## src/rtl/xlat_pkg.sv

```systemverilog
// Package: shared widths, encodings and the register layout for the
// address-translation control register. Assumes a 64-bit register word.
package xlat_pkg;
    localparam int XLEN   = 64;
    localparam int MODE_W = 4;
    localparam int ASID_W = 16;
    localparam int PPN_W  = XLEN - MODE_W - ASID_W;
    localparam int CSR_AW = 12;

    localparam logic [CSR_AW-1:0] XLAT_CSR_ADDR = 12'h180;

    localparam logic [MODE_W-1:0] ENC_BARE = 4'h0;
    localparam logic [MODE_W-1:0] ENC_PG32 = 4'h1;
    localparam logic [MODE_W-1:0] ENC_PG39 = 4'h8;

    typedef enum logic [1:0] {
        SCH_BARE = 2'd0,
        SCH_PG32 = 2'd1,
        SCH_PG39 = 2'd2
    } xlat_scheme_e;

    typedef struct packed {
        logic [MODE_W-1:0] mode;
        logic [ASID_W-1:0] asid;
        logic [PPN_W-1:0]  ppn;
    } xlat_reg_t;
endpackage

```

## src/rtl/xlat_mode_check.sv

```systemverilog
// Module: xlat_mode_check
// Purely combinational. It decides whether a scheme selector is valid for
// the given base architecture and maps it to a compact scheme code.
// Assumes arch_is_64 is static. An invalid selector yields legal = 0 and
// scheme = bare.
module xlat_mode_check
    import xlat_pkg::*;
(
    input  logic              arch_is_64,
    input  logic [MODE_W-1:0] mode,
    output logic              legal,
    output xlat_scheme_e      scheme
);
    // Selector validity and scheme decode.
    always_comb begin
        legal  = 1'b0;
        scheme = SCH_BARE;
        case (mode)
            ENC_BARE: legal = 1'b1;
            ENC_PG32: if (!arch_is_64) begin
                legal  = 1'b1;
                scheme = SCH_PG32;
            end
            ENC_PG39: if (arch_is_64) begin
                legal  = 1'b1;
                scheme = SCH_PG39;
            end
            default: ;
        endcase
    end
endmodule

```

## src/rtl/xlat_csr_store.sv

```systemverilog
// Module: xlat_csr_store
// Holds the 64-bit control word and produces the reject pulse.
// Assumes wr_en is already qualified by address, and that wr_legal comes
// from the selector check of wr_data. Synchronous active-low reset.
module xlat_csr_store
    import xlat_pkg::*;
(
    input  logic      clk,
    input  logic      rst_n,
    input  logic      wr_en,
    input  logic      wr_legal,
    input  xlat_reg_t wr_data,
    output xlat_reg_t cur,
    output logic      reject
);
    // Commit only accepted writes. A rejected write is dropped whole.
    always_ff @(posedge clk) begin
        if (!rst_n)
            cur <= '0;
        else if (wr_en && wr_legal)
            cur <= wr_data;
    end

    // One-cycle flag for each rejected write.
    always_ff @(posedge clk) begin
        if (!rst_n)
            reject <= 1'b0;
        else
            reject <= wr_en && !wr_legal;
    end

    // an accepted write is stored exactly.
    assert_legal_store_R8: assert property (@(posedge clk) disable iff (!rst_n)
        (wr_en && wr_legal) |=> (cur == $past(wr_data)));

    // a rejected write keeps every bit.
    assert_illegal_hold_R7: assert property (@(posedge clk) disable iff (!rst_n)
        (wr_en && !wr_legal) |=> $stable(cur));

    // the flag is only seen after a rejected write.
    assert_reject_cause_R10: assert property (@(posedge clk) disable iff (!rst_n)
        reject |-> $past(wr_en && !wr_legal));
endmodule

```

## src/rtl/xlat_ctl_csr.sv

```systemverilog
// Module: xlat_ctl_csr (top)
// Address-translation control register on a simple CSR port. It decodes the
// address, checks the requested selector against the base architecture,
// stores only valid words and presents the decoded scheme of the stored
// word. Assumes arch_is_64 changes only while rst_n is low.
module xlat_ctl_csr
    import xlat_pkg::*;
(
    input  logic              clk,
    input  logic              rst_n,
    input  logic              arch_is_64,
    input  logic [CSR_AW-1:0] csr_addr,
    input  logic              csr_we,
    input  logic [XLEN-1:0]   csr_wdata,
    output logic [XLEN-1:0]   csr_rdata,
    output logic [1:0]        mode_dec,
    output logic              wr_reject
);
    logic         sel;
    logic         hit_wr;
    xlat_reg_t    wr_word;
    xlat_reg_t    cur_word;
    logic         req_legal;
    xlat_scheme_e req_scheme;
    logic         cur_legal;
    xlat_scheme_e cur_scheme;

    // Address match and qualified write strobe.
    always_comb begin
        sel     = (csr_addr == XLAT_CSR_ADDR);
        hit_wr  = csr_we && sel;
        wr_word = xlat_reg_t'(csr_wdata);
    end

    xlat_mode_check req_chk_i (
        .arch_is_64 (arch_is_64),
        .mode       (wr_word.mode),
        .legal      (req_legal),
        .scheme     (req_scheme)
    );

    xlat_csr_store store_i (
        .clk      (clk),
        .rst_n    (rst_n),
        .wr_en    (hit_wr),
        .wr_legal (req_legal),
        .wr_data  (wr_word),
        .cur      (cur_word),
        .reject   (wr_reject)
    );

    xlat_mode_check cur_chk_i (
        .arch_is_64 (arch_is_64),
        .mode       (cur_word.mode),
        .legal      (cur_legal),
        .scheme     (cur_scheme)
    );

    // Read mux and decoded scheme output.
    always_comb begin
        csr_rdata = sel ? XLEN'(cur_word) : '0;
        mode_dec  = cur_scheme;
    end

    // no write at this address means no change.
    assert_other_addr_R2: assert property (@(posedge clk) disable iff (!rst_n)
        !hit_wr |=> $stable(cur_word));

    // the stored selector is always valid, so the code is never 3.
    assert_stored_valid_R9: assert property (@(posedge clk) disable iff (!rst_n)
        cur_legal && (mode_dec != 2'd3));

    // an unused request scheme leaves no trace; the flag never follows an accepted write.
    assert_no_flag_on_accept_R10: assert property (@(posedge clk) disable iff (!rst_n)
        (hit_wr && req_legal && (req_scheme != SCH_PG32 || !arch_is_64)) |=> !wr_reject);
endmodule

```

## config.mk

```make
export PLATFORM = sky130hd
export DESIGN_NAME = xlat_ctl_csr
export DESIGN_NICKNAME = d
export VERILOG_FILES = /design/src/rtl/xlat_pkg.sv /design/src/rtl/xlat_mode_check.sv /design/src/rtl/xlat_csr_store.sv /design/src/rtl/xlat_ctl_csr.sv
export SDC_FILE = /design/constraint.sdc
export NUM_CORES = 1
export LEC_CHECK = 0
export BUFFER_PORTS_ARGS = -buffer_cell sky130_fd_sc_hd__buf_2
export CORE_MARGIN = 2
export CORE_UTILIZATION = 40
export CTS_BUF_LIST = sky130_fd_sc_hd__clkbuf_8
export DETAILED_ROUTE_END_ITERATION = 7
export PLACE_DENSITY = 0.7
export SYNTH_ARGS = -nofsm -noshare
export SYNTH_HDL_FRONTEND = slang
export SYNTH_SLANG_ARGS = --single-unit
```

## constraint.sdc

```tcl
create_clock -name clk -period 1.7 [get_ports clk]
set_input_delay 0.085 -clock clk [delete_from_list [all_inputs] [get_ports clk]]
set_output_delay 0.085 -clock clk [all_outputs]
set_load 0.1 [all_outputs]
```

==> out/metrics.csv, run 1 <==
stage,metric,value,unit
run_status,status,finished clean,
worst_setup_path,slowest_delay,310,ps
sta,finalHoldViolCount,0,
logic_synthesis,yosysSeqAreaShare,41.8,%
finish,layout_commonest_cell,nand2_1,
die,die-area,8500,µm²
logic_synthesis,syn_avg_cell_area,8.69,µm²
sta,setup_viol,0,
logic_synthesis,synth_fp_nets,438,
die,rows,32,
cts,post_cts_buffers,0,
logic_synthesis,synth.distinct_cells,16,
cts,cts_tree,yes,
sta,whs,16.0,ps
pwr,powerDensity,589,nW/µm²
cts,cts_root_buffer,clkbuf_8,
global_routing,grt_pass1_wl,14200,µm
sta,fin_crit,1550,ps
route,postRouteAntennaNets,0,
die,die_y,92.2,µm
worst_setup_path,start_kind,primary input,
global_routing,grt_pass1_vias,3080,
placed_design,dp_hpwl,5900,µm
worst_setup_path,cp.arrival,1460,ps
route,drtPass1Iterations,4,
placed_design,gp_congestion,0.699,
min_path,worstHoldPathType,primary input to flop,
worst_setup_path,critPathCaptureType,output port,
finish,mostFrequentLayoutCells,"nand2_1, buf_2, buf_12, dfxtp_1, mux2i_1",
pwr,ir_worst_vdd,0.383,mV
sta,period_share,90.9,%
global_routing,antenna_found_initial,0,
finish,num-fill-cells,552,
route,routed_wl,8820,µm
logic_synthesis,synth-seq-cells,65,
cts,clock_sinks,65,
sta,worstMarginPinSlew,506,ps
sta,skew,0,ps
logic_synthesis,yosysWarnings,0,
sta,relSlewSlack,66.5,%
route,post-route-drc-count,0,
global_routing,grt_start_max_net_pins,47,
route,drt-initial-drc-count,56,
global_routing,grt.overflow.total,0,
route,wl_per_cell,13.7,µm
worst_setup_path,timing.critical_path.required,1620,ps
finish,antennaDiodeCount,0,
cts,cts_htree_levels,3,
route,via_per_inst,4.67,
worst_setup_path,rrSetupSlack,970,ps
sta,report.final.slew_viol_count,0,
sta,fmax,0.647,GHz
die,core_area,7650,µm²
logic_synthesis,synthesis.area,3110,µm²
cts,clk-insertion-delay-late,320,ps
worst_setup_path,worstSetupPathType,primary input to output port,
cts,cts_resized,0,
worst_setup_path,cp_max_fo,26,
pwr,p_leak,2.29,nW
finish,final_util,73.0,%
cts,clockBufferDepth,2,
die,die_w,92.2,µm
worst_setup_path,critPathSlowestCell,nor4_1,
cts,path_clk_slew,60,ps
finish,nets,618,
sta,rsz0062_at_grt,no,
sta,finalSetupTns,0,ps
route,vias,3005,
run,cap_viol_max_count,0,
finish,syn2layout_area_growth,79.3,%
placed_design,io_buffers,146,
die,ios,147,
cts,cts-buffers-inserted,9,
worst_setup_path,cp_cell_sequence,buf_2 -> nor4_1 -> and3_2 -> buf_4 -> and2_2 -> buf_12,
die,start_util,40.7,%
logic_synthesis,netlist_instances,358,
global_routing,grtUsageTotal,20.9,%
finish,post_route_cells_drive_above_1_share,42.1,%
metrics by stage:
step,cells,worst slack (ps),cell area (µm²),power (mW)
6_report,644,154,5580,3.29
5_1_grt,644,42.5,5580,3.41
4_1_cts,643,137,5570,3.31
3_5_place_dp,588,70.2,4940,1.75
3_3_place_gp,588,150,4940,1.74
2_1_floorplan,358,100,3200,1.63
report_power, final:
group	internal, mW	leakage (nW)	switching [mW]
Sequential	1.52	0.523	0.0000130
Clock	0.934	0.120	0.559
Combinational	0.158	1.65	0.113
Total	2.61	2.29	0.672
routing by layer:
metal / GRT usage [%] / wire length (µm) / vias up
met5: 0 / 0 / -
met4: 7.71 / 166 / 0
met3: 5.51 / 576 / 17
met2: 38.2 / 4660 / 108
met1: 23.1 / 3420 / 1383
li1: - / - / 1497
repair_timing:
action | CTS | global route
hold buffers | 40 | 1
endpoints found under the hold margin | 40 | 1
setup endpoints to repair | 0 | 0
cell usage after synthesis, drive strengths merged:
| cell | number | area share (%) |
|---|---|---|
| mux2i | 62 | 20 |
| buf | 7 | 4.3 |
| nor2 | 1 | 0.12 |
| and4b | 1 | 0.36 |
| a2111oi | 1 | 0.48 |
| nor2b | 1 | 0.20 |
| clkbuf | 21 | 2.5 |
| and3b | 2 | 0.64 |
| and3 | 2 | 0.40 |
| nor4bb | 1 | 0.32 |
| dfxtp | 65 | 42 |
| nor3 | 1 | 0.16 |
| nand2 | 126 | 15 |
| and2 | 64 | 13 |
| nor4 | 3 | 0.60 |
area by class of cell:
| class | count | area (µm²) | area share (%) |
|---|---|---|---|
| Sequential cell | 65 | 1300 | 23.3 |
| Clock inverter | 3 | 63.8 | 1.14 |
| Clock buffer | 12 | 165 | 2.96 |
| Multi-Input combinational cell | 265 | 1690 | 30.3 |
| Timing Repair Buffer | 197 | 2230 | 40.0 |
| Tap cell | 102 | 128 | 2.29 |
worst max-delay path, delay by kind of cell:
family,cells,cell delay (ps)
buf+inv,3,530
simple gates,3,830
flip-flops by register name (all words and copies together) (netlist names):
name and count:
store_i.cur 64, store_i.reject 1
kinds of logic (layout without fill, tap and decap cells):
group | count (synthesis) | count (layout) | share of synthesized area (%)
compound gates | 1 | 1 | 0.482
flops | 65 | 65 | 41.8
simple gates | 202 | 202 | 30.9
mux | 62 | 62 | 19.9
buf+inv | 28 | 212 | 6.88
path summary, 6_finish.rpt:
check | from | end | depth (start not counted)
setup / recovery | csr_addr[2] | csr_rdata[19] | 6
hold / removal | csr_wdata[45] | store_i.cur[45] | 3
setup reg to reg | store_i.cur[61] | store_i.cur[61] | 1
hold reg to reg | store_i.cur[29] | store_i.cur[29] | 2
(Power assumes the default switching activity.)
==> run 2, diff against run 1 <==
Settings changed: RECOVER_POWER set to 25, SETUP_SLACK_MARGIN set to 0.2, SKIP_LAST_GASP set to 1.
==> run 2 against run 1 <==
  * Utilization is 1.2 points higher
  * Register-to-register slack about the same
  * Total power shrank 4.2%
  * Clock skew is the same
  * Worst setup slack better by 86 ps
  * First-iteration DRC count rose by 46%
  * Largest power group unchanged
  * Highest routed layer unchanged
==> out/metrics.csv, run 2 (synthesis results as in run 1) <==
stage,metric,value,unit
worst_setup_path,slowest_delay,310,ps
route,wl_per_cell,14.1,µm
sta,fmax,0.685,GHz
worst_setup_path,start_kind,primary input,
finish,mostFrequentLayoutCells,"nand2_1, buf_2, buf_12, dfxtp_1, mux2i_1",
placed_design,place_inst,589,
route,routed_wl,9150,µm
sta,period_share,85.9,%
finish,post_route_cells_drive_above_1_share,45.0,%
die,ios,147,
run_status,status,finished clean,
route,drt-initial-drc-count,82,
die,start_util,40.7,%
finish,largest_reg_flops,64,
die,die_y,92.2,µm
sta,worstMarginPinSlew,561,ps
pwr,powerDensity,555,nW/µm²
min_path,hold_depth,3,
global_routing,grtUsageTotal,20.8,%
worst_setup_path,path_buf_inv,3,
pwr,clkPwrFrac,42.8,%
route,postRouteAntennaNets,0,
worst_setup_path,path_delay_family,simple AND/OR/NAND/NOR gates,
worst_setup_path,worstSetupPathType,primary input to output port,
sta,setup_viol,0,
worst_setup_path,critPathSlowestCell,nor4_1,
finish,largestRegisters,"store_i.cur x64, store_i.reject x1",
placed_design,io_buffers,146,
min_path,worstHoldPathType,primary input to flop,
sta,rsz0062_at_grt,yes,
die,die_w,92.2,µm
worst_setup_path,cp_max_fo,21,
cts,cts_tree,yes,
cts,post_cts_buffers,0,
pwr,combinationalPowerShare,8.8,%
sta,fin_crit,1460,ps
cts,cts_htree_levels,3,
worst_setup_path,r2r_cells,2,
cts,cts-buffers-inserted,9,
pwr,p_leak,2.32,nW
worst_setup_path,critPathCaptureType,output port,
finish,antennaDiodeCount,0,
finish,nets,620,
finish,max_flop_register,store_i.cur,
worst_setup_path,cp.arrival,1380,ps
route,vias,3017,
cts,path_clk_slew,80,ps
route,post-route-drc-count,0,
cts,clk-insertion-delay-late,330,ps
die,core_area,7650,µm²
global_routing,antenna_found_initial,0,
global_routing,grt.overflow.total,0,
finish,stdcell_count,647,
pwr,netSwitchingFraction,22.6,%
worst_setup_path,cp_cell_sequence,buf_2 -> nor4_1 -> and3_4 -> buf_6 -> and2_2 -> buf_12,
finish,final_cell_area,5670,µm²
run,cap_viol_max_count,0,
cts,clock_sinks,65,
placed_design,post_dp_cell_area,5010,µm²
global_routing,grt_start_max_net_pins,36,
pwr,p_seq_share,48.3,%
finish,syn2layout_area_growth,82.2,%
pwr,power.internal,2.44,mW
sta,skew,0,ps
sta,finalHoldViolCount,0,
global_routing,grt_pass1_wl,14100,µm
pwr,ir_worst_vdd,0.464,mV
sta,finalSetupTns,0,ps
sta,whs,9.38,ps
worst_setup_path,timing.critical_path.required,1620,ps
placed_design,gp_congestion,0.736,
route,drtPass1Iterations,4,
placed_design,dp_hpwl,6140,µm
finish,num-fill-cells,538,
pwr,p_sw,711,µW
global_routing,grt_pass1_vias,3173,
worst_setup_path,crit_cells,6,
cts,clockBufferDepth,2,
sta,report.final.slew_viol_count,0,
route,via_per_inst,4.66,
sta,relSlewSlack,62.8,%
finish,layout_commonest_cell,nand2_1,
die,rows,32,
die,die-area,8500,µm²
cts,cts_root_buffer,clkbuf_8,
run 2: changes by cell type in the layout (fill, tap and decap cells not counted), sizes merged:
cell         change
clkinv           +2
dlygate4sd3      +1
clkinvlp         +1
bufinv           -1
run 2: worst paths after layout:
check               endpoint  slack [ps]       startpoint
min          store_i.cur[26]           9    csr_wdata[26]
max reg2reg  store_i.cur[15]         960  store_i.cur[15]
max            csr_rdata[39]         240      csr_addr[2]
min reg2reg  store_i.cur[29]         460  store_i.cur[29]
run 2: power by group through the flow:
stage	logic (mW)	registers, mW	clock network, mW
5_1_grt	0.301	1.52	1.43
3_3_place_gp	0.188	1.56	0
6_report	0.278	1.52	1.35
4_1_cts	0.268	1.52	1.37
3_5_place_dp	0.194	1.56	0
2_1_floorplan	0.0763	1.56	0
run 2: layout make-up:
cell class / count / area, µm² / share of cell area, %
Sequential cell: 65 / 1300 / 23.0
Multi-Input combinational cell: 265 / 1760 / 31.0
Timing Repair Buffer: 199 / 2280 / 40.1
Clock inverter: 5 / 55.1 / 0.971
Clock buffer: 11 / 151 / 2.67
Tap cell: 102 / 128 / 2.25
run 2: per-layer routing:
layer / global-route usage (%) / up-vias / wire (µm)
met5: 0 / - / 0
met4: 6.72 / 0 / 169
met3: 6.74 / 17 / 644
met2: 39.8 / 113 / 4790
met1: 21.2 / 1385 / 3550
li1: - / 1502 / -
run 2: through the flow:
step	power, mW	util (%)	setup WS [ps]
final	3.15	74.1	240
after global routing	3.25	74.1	178
after CTS	3.16	73.8	219
after detailed placement	1.75	65.6	73.6
after global placement	1.75	65.6	132
after floorplan	1.63	-	108
run 2: worst register-to-register path, stage by stage (launching register included):
cell,delay (ps)
dfxtp_1,380
nand2_1,80
mux2i_1,200
run 2: what timing repair did:
item                                    CTS  global route
endpoints found under the setup margin    2            34
hold buffers                             42             0
hold endpoints to repair                 42             0
gates resized for setup                   2             6
pin swaps                                 0             1
